<file path="config.mk">
export PLATFORM = sky130hd
export DESIGN_NAME = uart_rx_gated
export DESIGN_NICKNAME = d
export VERILOG_FILES = /design/src/rtl/uart_rx_pkg.sv /design/src/rtl/uart_rx_sync.sv /design/src/rtl/uart_rx_fsm.sv /design/src/rtl/uart_rx_status.sv /design/src/rtl/uart_rx_gated.sv
export SDC_FILE = /design/constraint.sdc
export NUM_CORES = 1
export LEC_CHECK = 0
export BUFFER_PORTS_ARGS = -buffer_cell sky130_fd_sc_hd__buf_2
export CELL_PAD_IN_SITES_DETAIL_PLACEMENT = 0
export CELL_PAD_IN_SITES_GLOBAL_PLACEMENT = 1
export CORE_MARGIN = 10
export CORE_UTILIZATION = 45
export DETAILED_ROUTE_END_ITERATION = 12
export GPL_TIMING_DRIVEN = 1
export MAX_ROUTING_LAYER = met4
export PLACE_DENSITY = 0.75
export SETUP_SLACK_MARGIN = 0.1
export SKIP_LAST_GASP = 1
export SLEW_MARGIN = 20
export SYNTH_ARGS = -nofsm -noshare
export SYNTH_HDL_FRONTEND = slang
export SYNTH_SLANG_ARGS = --single-unit
export TNS_END_PERCENT = 1
</file>
<file path="constraint.sdc">
create_clock -name clk -period 2.15 [get_ports clk]
set_input_delay 0.3225 -clock clk [delete_from_list [all_inputs] [get_ports clk]]
set_output_delay 0.3225 -clock clk [all_outputs]
set_load 0.02 [all_outputs]
</file>
<file path="src/rtl/uart_rx_pkg.sv">
package uart_rx_pkg;
    typedef enum logic [2:0] {
        ST_DISARM = 3'd0,
        ST_IDLE   = 3'd1,
        ST_START  = 3'd2,
        ST_DATA   = 3'd3,
        ST_STOP   = 3'd4
    } rx_state_e;
endpackage

</file>
<file path="src/rtl/uart_rx_sync.sv">
module uart_rx_sync #(
    parameter int STAGES   = 2,
    parameter bit RST_VAL  = 1'b1
) (
    input  logic clk,
    input  logic rst_n,
    input  logic din,
    output logic dout
);
    logic [STAGES-1:0] chain;

    always_ff @(posedge clk or negedge rst_n) begin
        if (!rst_n) chain <= {STAGES{RST_VAL}};
        else        chain <= {chain[STAGES-2:0], din};
    end

    assign dout = chain[STAGES-1];
endmodule

</file>
<file path="src/rtl/uart_rx_fsm.sv">
module uart_rx_fsm
    import uart_rx_pkg::*;
#(
    parameter int DATA_BITS = 8,
    parameter int OVS       = 16
) (
    input  logic                 clk,
    input  logic                 rst_n,
    input  logic                 en,
    input  logic                 tick,
    input  logic                 line,
    output rx_state_e            state,
    output logic                 frame_done,
    output logic                 stop_ok,
    output logic [DATA_BITS-1:0] frame_data
);
    localparam int CW  = $clog2(OVS);
    localparam int BW  = (DATA_BITS > 1) ? $clog2(DATA_BITS) : 1;
    localparam logic [CW-1:0] MID  = CW'(OVS/2 - 1);
    localparam logic [CW-1:0] LAST = CW'(OVS - 1);
    localparam logic [BW-1:0] BLST = BW'(DATA_BITS - 1);

    rx_state_e            st, nxt;
    logic [CW-1:0]        cnt;
    logic [BW-1:0]        bit_cnt;
    logic [DATA_BITS-1:0] shreg;
    logic                 at_mid, at_end;

    assign at_mid = tick && (cnt == MID);
    assign at_end = tick && (cnt == LAST);

    // state register
    always_ff @(posedge clk or negedge rst_n) begin
        if (!rst_n) st <= ST_DISARM;
        else        st <= nxt;
    end

    // next-state logic
    always_comb begin
        nxt = st;
        if (!en) begin
            nxt = ST_DISARM;
        end else begin
            unique case (st)
                ST_DISARM: if (line)  nxt = ST_IDLE;
                ST_IDLE:   if (!line) nxt = ST_START;
                ST_START:  if (at_mid) nxt = line ? ST_IDLE : ST_DATA;
                ST_DATA:   if (at_end && bit_cnt == BLST) nxt = ST_STOP;
                ST_STOP:   if (at_end) nxt = line ? ST_IDLE : ST_DISARM;
                default:   nxt = ST_DISARM;
            endcase
        end
    end

    // datapath: tick counter, bit counter, shifter
    always_ff @(posedge clk or negedge rst_n) begin
        if (!rst_n) begin
            cnt     <= '0;
            bit_cnt <= '0;
            shreg   <= '0;
        end else begin
            if (nxt != st)  cnt <= '0;
            else if (tick)  cnt <= cnt + 1'b1;

            if (st != ST_DATA) begin
                bit_cnt <= '0;
            end else if (at_end) begin
                bit_cnt <= bit_cnt + 1'b1;
                shreg   <= {line, shreg[DATA_BITS-1:1]};
            end
        end
    end

    // outputs
    always_comb begin
        state      = st;
        frame_done = en && (st == ST_STOP) && at_end;
        stop_ok    = line;
        frame_data = shreg;
    end
endmodule

</file>
<file path="src/rtl/uart_rx_status.sv">
module uart_rx_status #(
    parameter int DATA_BITS = 8
) (
    input  logic                 clk,
    input  logic                 rst_n,
    input  logic                 frame_done,
    input  logic                 stop_ok,
    input  logic [DATA_BITS-1:0] frame_data,
    input  logic                 rd_strobe,
    input  logic                 err_clr,
    output logic [DATA_BITS-1:0] rx_data,
    output logic                 data_ready,
    output logic                 frame_err,
    output logic                 overrun
);
    always_ff @(posedge clk or negedge rst_n) begin
        if (!rst_n) begin
            rx_data    <= '0;
            data_ready <= 1'b0;
            frame_err  <= 1'b0;
            overrun    <= 1'b0;
        end else begin
            if (rd_strobe) data_ready <= 1'b0;
            if (err_clr) begin
                frame_err <= 1'b0;
                overrun   <= 1'b0;
            end
            if (frame_done) begin
                if (data_ready) begin
                    overrun <= 1'b1;
                end else begin
                    rx_data    <= frame_data;
                    data_ready <= 1'b1;
                    if (!stop_ok) frame_err <= 1'b1;
                end
            end
        end
    end
endmodule

</file>
<file path="src/rtl/uart_rx_gated.sv">
module uart_rx_gated
    import uart_rx_pkg::*;
#(
    parameter int DATA_BITS   = 8,
    parameter int OVS         = 16,
    parameter int SYNC_STAGES = 2
) (
    input  logic                 clk,
    input  logic                 rst_n,
    input  logic                 rx_en,
    input  logic                 tick16,
    input  logic                 rxd,
    input  logic                 rd_strobe,
    input  logic                 err_clr,
    output logic [DATA_BITS-1:0] rx_data,
    output logic                 data_ready,
    output logic                 frame_err,
    output logic                 overrun
);
    logic                 line_s;
    rx_state_e            st;
    logic                 frame_done;
    logic                 stop_ok;
    logic [DATA_BITS-1:0] frame_data;

    uart_rx_sync #(.STAGES(SYNC_STAGES), .RST_VAL(1'b1)) u_sync (
        .clk  (clk),
        .rst_n(rst_n),
        .din  (rxd),
        .dout (line_s)
    );

    uart_rx_fsm #(.DATA_BITS(DATA_BITS), .OVS(OVS)) u_fsm (
        .clk       (clk),
        .rst_n     (rst_n),
        .en        (rx_en),
        .tick      (tick16),
        .line      (line_s),
        .state     (st),
        .frame_done(frame_done),
        .stop_ok   (stop_ok),
        .frame_data(frame_data)
    );

    uart_rx_status #(.DATA_BITS(DATA_BITS)) u_status (
        .clk       (clk),
        .rst_n     (rst_n),
        .frame_done(frame_done),
        .stop_ok   (stop_ok),
        .frame_data(frame_data),
        .rd_strobe (rd_strobe),
        .err_clr   (err_clr),
        .rx_data   (rx_data),
        .data_ready(data_ready),
        .frame_err (frame_err),
        .overrun   (overrun)
    );
endmodule

</file>
==> reports/results.ini, run 1 <==
[global_routing]
grt-ovfl-total=0
grt_pass1_vias=935
antenna_found_initial=0
track_usage_pct=10.6
grtUsageMet1_pct=11.8
grt_pass1_wl_um=4370
grt.met2_usage_pct=15.8
met3_usage_pct=3.78
grt_start_max_net_pins=32
grt-busiest-layer=met2

[timing]
relSlewSlack_pct=55.4
setup_tns_ns=0
layout_setup_ws_ns=0.290
hold-worst-slack_ns=0.0125
finalCriticalPeriod_ns=1.86
tightest_slew_ns=0.670
fmax_mhz=538
finalSetupViolCount=0
fin_worst_skew_ns=0.0101
period_share_pct=86.5
rsz0062_at_grt=no
hold_viol=0
drv_slew=0

[synth]
netlist_area_sq_um=1400
synth_edf_count=0
synth_xor_area_share_pct=2.51
ys_seq_elements=31
synth_mux_area_share_pct=13.6
ys_seq_area_share_pct=55.8
async_flop_share_pct=100
synthAdderAreaFrac_pct=2.69
syn_avg_cell_area_sq_um=12.8
synth_warnings=0
synth_flop_cell=dfrtp_1
synth-simple-area-share_pct=14.1
syn-num-nets=119
syn_inst=109
synth_top_family_by_area=simple AND/OR/NAND/NOR gates
synth_compound_area_share_pct=8.52
ys_types=35

[placed_design]
io_buffers=17
gp_congestion=0.796
hpwl_um=1800
pre_cts_ws_ns=0.289

[finish]
insertedDiodeCount=0
fillers=262
syn2layout_area_growth_pct=12.8
fin_nets=139
drive_above_1_share_pct=38.5

[route]
drt-pass1-iter-count=4
wire_per_inst_um=15.3
ant_nets=0
vias_per_cell=5.55
vias=905
drt_wl_total_um=2490
drc_errors=0
drt_iter0_drc=85

[worst_setup_path]
r2r_end=u_status.rx_data[7]
end_kind=flip-flop
cp.required_ns=2.37
reg2reg_slack_ns=0.29
startpoint_type=flip-flop
path_class=flip-flop to flip-flop
worstPathArrival_ns=2.08
r2r_cells=4
cp_max_fo=10
crit-reg2reg-launch=u_fsm.cnt[0]

[clock_network]
cts_hold_buf=0
root_buffer=clkbuf_4
cts.repair.resized=0
cts_buffer_depth=2
cts_tree=built
clk_latency_ns=0.33
cts_post_setup_buffers_inserted=0
cts_sinks=31
h-tree-depth=2
clk_pin_slew_ns=0.10
cts_buffers=5

[power]
p_leak_uw=0.000789
power_density_nw_per_um2=677
peakVddDrop_uv=352

[floorplan]
die_w_um=75.7
io_pins=18
die_h_um=75.7
initial_core_util_pct=46.5
fp.dieArea_sq_um=5730
coreArea_sq_um=3000
rows=20

[hold_path]
hp-class=input pin to async pin

[status]
outcome=complete, no violations

[flow_run]
max_cap_violations=0

[cell families (layout without fill, tap and decap cells)]
logic type | after synthesis | in the layout
xor+xnor | 4 | 4
simple gates | 29 | 29
buf+inv | 9 | 30
fa+ha+maj | 3 | 3
compound gates | 16 | 16
flops | 31 | 31
mux | 17 | 17
[how the worst max path moves through the flow]
stage / startpoint / to / slack [ns] / cells past startpoint
floorplan: u_fsm.cnt[0] / u_status.rx_data[0] / 0.49 / 4
global placement: u_fsm.cnt[0] / u_status.rx_data[3] / 0.36 / 4
detailed placement: u_fsm.cnt[0] / u_status.rx_data[7] / 0.29 / 4
CTS: u_fsm.cnt[0] / u_status.rx_data[7] / 0.27 / 4
global route: u_fsm.cnt[1] / u_status.rx_data[7] / 0.18 / 4
finish: u_fsm.cnt[0] / u_status.rx_data[7] / 0.29 / 4
[through the flow]
step	instance area, sq um	total power, uW	util (%)	instances
final	1570	1070	52.4	163
after global routing	1570	1130	52.4	163
after CTS	1570	1090	52.4	163
after detailed placement	1500	689	50.0	155
after global placement	1500	685	50.0	155
after floorplan	1400	662	-	109
[layout by cell type, fill, tap and decap left out, types with 2 or more instances in the layout]
| cell type | n |
|---|---|
| nor3_1 | 4 |
| ha_1 | 3 |
| clkbuf_8 | 2 |
| xor2_1 | 2 |
| nor2_1 | 4 |
| a21oi_1 | 5 |
| dfstp_2 | 2 |
| nand2_1 | 6 |
| clkbuf_4 | 5 |
| nand3b_1 | 2 |
| buf_2 | 17 |
| xnor2_1 | 2 |
| inv_1 | 5 |
| dfrtp_1 | 29 |
| mux2_2 | 16 |
| nand4_1 | 3 |
| a22o_1 | 2 |
[cell type report]
type                       count  area (sq um)  area share [%]
sequential                    31           778            49.4
timing repair buffer          17          85.1            5.41
multi-input combinational     69           578            36.7
inverter                       5          18.8            1.19
clock inverter                 1          7.51           0.477
clock buffer                   7          65.1            4.13
tap                           33          41.3            2.62
[cells in the mapped netlist (3+ instances only)]
library cell,number,area [sq um]
nor3_1,4,20.0
nor2_1,4,15.0
mux2_2,16,180
dfrtp_1,29,726
nand2_1,6,22.5
inv_1,5,18.8
buf_2,4,20.0
a21oi_1,5,25.0
nand4_1,3,18.8
ha_1,3,37.5
[state kept, by name (all words and copies together) (netlist names)]
register             cells
u_sync.chain             2
u_status.frame_err       1
u_status.overrun         1
u_fsm.bit_cnt            3
u_fsm.frame_data         8
u_status.rx_data         8
u_fsm.cnt                4
u_status.data_ready      1
u_fsm.state              3
[routing by layer]
layer  share of wire, %  vias to the layer above
li1                   -                      434
met1                 45                      449
met2                 47                       15
met3                4.9                        7
met4                2.6                        0
met5                  0                        -
[power by group]
part           internal, uW  total, uW  switching, uW
sequential              597        615           17.8
clock                   191        391            200
combinational          25.3       60.3           35.1
[worst max-delay path, cell delays in order (launching register included)]
cell	delay, ns
dfrtp_1	0.40
ha_1	0.28
nand4_4	0.21
nor3_4	0.46
mux2_2	0.39
Power figures use the tool's default switching activity.
==> inputs of run 2 (changes only) <==
--- a/config.mk
+++ b/config.mk
@@ -18,3 +18,3 @@
 export SKIP_LAST_GASP = 1
-export SLEW_MARGIN = 20
+export SLEW_MARGIN = 15
 export SYNTH_ARGS = -nofsm -noshare
@@ -22,2 +22,2 @@
 export SYNTH_SLANG_ARGS = --single-unit
-export TNS_END_PERCENT = 1
+export TNS_END_PERCENT = 20
==> constraint.sdc (replaced) <==
create_clock -name clk -period 2.15 [get_ports clk]
set_input_delay 0.215 -clock clk [delete_from_list [all_inputs] [get_ports clk]]
set_output_delay 0.215 -clock clk [all_outputs]
set_load 0.02 [all_outputs]
==> reports/results.ini, run 2 (synthesized netlist as in run 1, its figures left out) <==
[clock_network]
cts_sinks=31
cts_post_setup_buffers_inserted=0
cts_buffer_depth=2
root_buffer=clkbuf_4
clk_latency_ns=0.33
h-tree-depth=2
cts_tree=built
clk_pin_slew_ns=0.10
cts_buffers=5

[timing]
rsz0062_at_grt=no
fmax_mhz=538
relSlewSlack_pct=55.3
period_share_pct=86.5
drv_slew=0
hold_viol=0
fin_worst_skew_ns=0.0101
layout_setup_ws_ns=0.290
tightest_slew_ns=0.671
finalCriticalPeriod_ns=1.86
finalSetupViolCount=0
setup_tns_ns=0

[finish]
layout_commonest_cell=dfrtp_1
syn2layout_area_growth_pct=14.3
mostFrequentLayoutCells=dfrtp_1 (29), buf_2 (17), mux2_2 (16)
drive_above_1_share_pct=37.9
insertedDiodeCount=0
fin_cells=165
post-route-util_pct=53.1
fin_nets=141

[worst_setup_path]
path_class=flip-flop to flip-flop
cp_max_fo=10
worstPathArrival_ns=2.08
end_kind=flip-flop
cp.required_ns=2.37
startpoint_type=flip-flop
max_stage_delay_ns=0.46
path_cells=ha_1 > nand4_4 > nor3_4 > mux2_2
cp_slowest_cell=nor3_4

[flow_run]
max_cap_violations=0

[placed_design]
dpl.cell_count=155
pre_cts_ws_ns=0.289
hpwl_um=1800
io_buffers=17
gp_congestion=0.796

[floorplan]
die_w_um=75.7
rows=20
coreArea_sq_um=3000
fp.dieArea_sq_um=5730
die_h_um=75.7
io_pins=18
initial_core_util_pct=46.5

[route]
wire_per_inst_um=15.1
drc_errors=0
vias_per_cell=5.52
ant_nets=0
drt-pass1-iter-count=4
drt_wl_total_um=2500
drt_iter0_drc=61
vias=911

[global_routing]
antenna_found_initial=0
track_usage_pct=10.7
grt_pass1_vias=943
grt_pass1_wl_um=4420
grt-ovfl-total=0
grt_start_max_net_pins=32

[status]
outcome=complete, no violations

[power]
peakVddDrop_uv=352
power_density_nw_per_um2=671
p_leak_uw=0.000797
total_power_uw=1070

[hold_path]
hp-class=input pin to flip-flop

run 2: cell count changes in the layout (fill, tap and decap cells not counted):
| cell | previous run | this run |
|---|---|---|
| dlygate4sd3_1 | 0 | 2 |
run 2: stage by stage:
step | cell area (sq um) | hold slack [ns]
2_1_floorplan | 1400 | -0.0806
3_3_place_gp | 1500 | 0.286
3_5_place_dp | 1500 | 0.294
4_1_cts | 1590 | 0.134
5_1_grt | 1590 | 0.132
6_report | 1590 | 0.151
run 2: layout make-up:
class / count / area, sq um
clock inverter: 1 / 7.51
inverter: 5 / 18.8
timing repair buffer: 19 / 105
fill: 260 / 1410
clock buffer: 7 / 65.1
sequential: 31 / 778
multi-input combinational: 69 / 578
tap: 33 / 41.3
run 2: worst paths after layout:
path / slack [ns] / end / cells after the start / startpoint
min in group asynchronous: 0.44 / u_fsm.state[2] / 2 / rst_n
max in group asynchronous: 1.26 / u_fsm.frame_data[7] / 2 / rst_n
setup / recovery: 0.29 / u_status.rx_data[7] / 4 / u_fsm.cnt[0]
hold reg to reg: 0.36 / u_sync.chain[1] / 0 / u_sync.chain[0]
setup reg to reg: 0.29 / u_status.rx_data[7] / 4 / u_fsm.cnt[0]
hold / removal: 0.15 / u_status.data_ready / 3 / rd_strobe
run 2: report_power, final:
group          switching [uW]  total [uW]  internal (uW)
Sequential               17.8         615            597
Combinational            35.4        63.0           27.6
Clock                     200         391            191
Total                     253        1070            816
run 2: timing repair:
action	4_1_cts	5_1_grt
endpoints found under the hold margin	30	0
gates resized for setup	0	0
hold buffers	2	0
run 2: routing by layer:
metal  part of all wire, %  global-route usage, %  up-vias
met2                    47                   16.0       15
met1                    45                   11.9      451
met3                   4.8                   3.78        7
met5                     0                      -        -
li1                      -                      -      438
met4                   2.6                   7.22        0
run 2: critical path: cells and delay by family, from the launching register on:
kind / cells / cell delay, ns
simple gates: 2 / 0.67
mux: 1 / 0.39
flops: 1 / 0.40
fa+ha+maj: 1 / 0.28
==> inputs of run 3 (changes only) <==
- clock period: 2.15 -> 2 ns (I/O delays scaled with it)
==> reports/results.ini, run 3 (synthesized netlist as in run 1, its figures left out) <==
[worst_setup_path]
end_kind=flip-flop
path_class=flip-flop to flip-flop
r2r_end=u_fsm.frame_data[3]
startpoint_type=flip-flop
reg2reg_slack_ns=0.22
critical_path.top_delay_family=simple AND/OR/NAND/NOR gates
path_cells=ha_1 > nand4_4 > nor2_2 > mux2_2
max_stage_delay_ns=0.39
cp_num_buf_inv=0
r2r_cells=4
crit-reg2reg-launch=u_fsm.cnt[0]
worstPathArrival_ns=2.00
cp_slowest_cell=dfrtp_1
cp.required_ns=2.22
cp_max_fo=9

[placed_design]
io_buffers=17
hpwl_um=1810
pre_cts_ws_ns=0.220
gp_congestion=0.817
dpl.cell_count=157

[clock_network]
h-tree-depth=2
cts_tree=built
cts_sinks=31
cts_buffer_depth=2
clk_pin_slew_ns=0.09
cts_post_setup_buffers_inserted=0
clk_latency_ns=0.33
cts_buffers=5
root_buffer=clkbuf_4

[timing]
period_share_pct=88.8
layout_setup_ws_ns=0.224
fmax_mhz=563
rsz0062_at_grt=no
tightest_slew_ns=0.665
setup_tns_ns=0
finalCriticalPeriod_ns=1.78
hold_viol=0
finalSetupViolCount=0
hold-worst-slack_ns=0.140
relSlewSlack_pct=55.7
fin_worst_skew_ns=0.00734
drv_slew=0

[floorplan]
rows=20
die_w_um=75.7
die_h_um=75.7
initial_core_util_pct=46.5
io_pins=18
coreArea_sq_um=3000
fp.dieArea_sq_um=5730

[hold_path]
hold_start=rd_strobe
hp-class=input pin to flip-flop
whs_path_depth=3
holdPathEnd=u_status.data_ready

[global_routing]
antenna_found_initial=0
grt_pass1_wl_um=4180
track_usage_pct=9.83
grt_start_max_net_pins=32
grt-ovfl-total=0
grt_pass1_vias=926

[status]
outcome=complete, no violations

[route]
wire_per_inst_um=14.8
ant_nets=0
vias_per_cell=5.43
drt_wl_total_um=2480
drt-pass1-iter-count=4
drc_errors=0
drt_iter0_drc=101
vias=907

[finish]
insertedDiodeCount=0
mostFrequentLayoutCells=dfrtp_1 (29), buf_2 (17), mux2_2 (16)
layout_commonest_cell=dfrtp_1
syn2layout_area_growth_pct=15.3
fin_cells=167
drive_above_1_share_pct=38.8
fin_nets=143

[power]
power_density_nw_per_um2=718
p_leak_uw=0.000807
peakVddDrop_uv=425

[flow_run]
max_cap_violations=0

## run 3: changes by cell type in the layout (fill, tap and decap cells not counted)
cell   previous run  this run
buf_4             0         2
## run 3: how the worst max path moves through the flow
stage               cells past startpoint  slack (ns)                   to          from
floorplan                               4        0.34  u_status.rx_data[0]  u_fsm.cnt[0]
global placement                        4        0.29  u_fsm.frame_data[3]  u_fsm.cnt[0]
detailed placement                      4        0.22  u_fsm.frame_data[3]  u_fsm.cnt[0]
CTS                                     4        0.22  u_fsm.frame_data[3]  u_fsm.cnt[0]
global route                            4        0.12  u_fsm.frame_data[5]  u_fsm.cnt[0]
finish                                  4        0.22  u_fsm.frame_data[3]  u_fsm.cnt[0]
## run 3: per-stage QoR
| step | utilization, % | area [sq um] | power, uW |
|---|---|---|---|
| detailed placement | 50.5 | 1520 | 743 |
| finish | 53.6 | 1610 | 1160 |
| CTS | 53.6 | 1610 | 1170 |
| global route | 53.6 | 1610 | 1210 |
| global placement | 50.5 | 1520 | 738 |
| floorplan | - | 1400 | 712 |
## run 3: final cells by class
cell class              instances  area [sq um]
inverters                       5          18.8
fillers                       266          1390
clock buffers                   7          65.1
well taps                      33          41.3
multi-input cells              69           578
clock inverters                 1          7.51
flip-flops and latches         31           778
repair buffers                 21           120
## run 3: timing repair
action | 4_1_cts | 5_1_grt
hold buffers | 2 | 0
gates resized for setup | 0 | 0
hold endpoints to repair | 30 | 0
endpoints found under the setup margin | 0 | 0
## run 3: where the power goes
group / switching [uW] / leakage, uW / internal [uW] / total (uW)
sequential: 15.5 / 0.000423 / 642 / 658
clock: 219 / 0.0000375 / 205 / 424
combinational: 42.5 / 0.000347 / 31.6 / 74.1
## run 3: worst reg2reg max path, delay by kind of cell, from the launching register on
family                   cells  cell delay, ns
AND/OR/NAND/NOR              2            0.61
flip-flops                   1            0.39
adder cells (fa/ha/maj)      1            0.29
multiplexers                 1            0.39
## run 3: per-layer routing
metal,part of all wire (%),vias up,global-route usage (%)
met5,0,-,-
li1,-,448,-
met3,4.9,4,4.56
met1,48,440,12.4
met2,45,15,13.6
met4,1.2,0,3.09
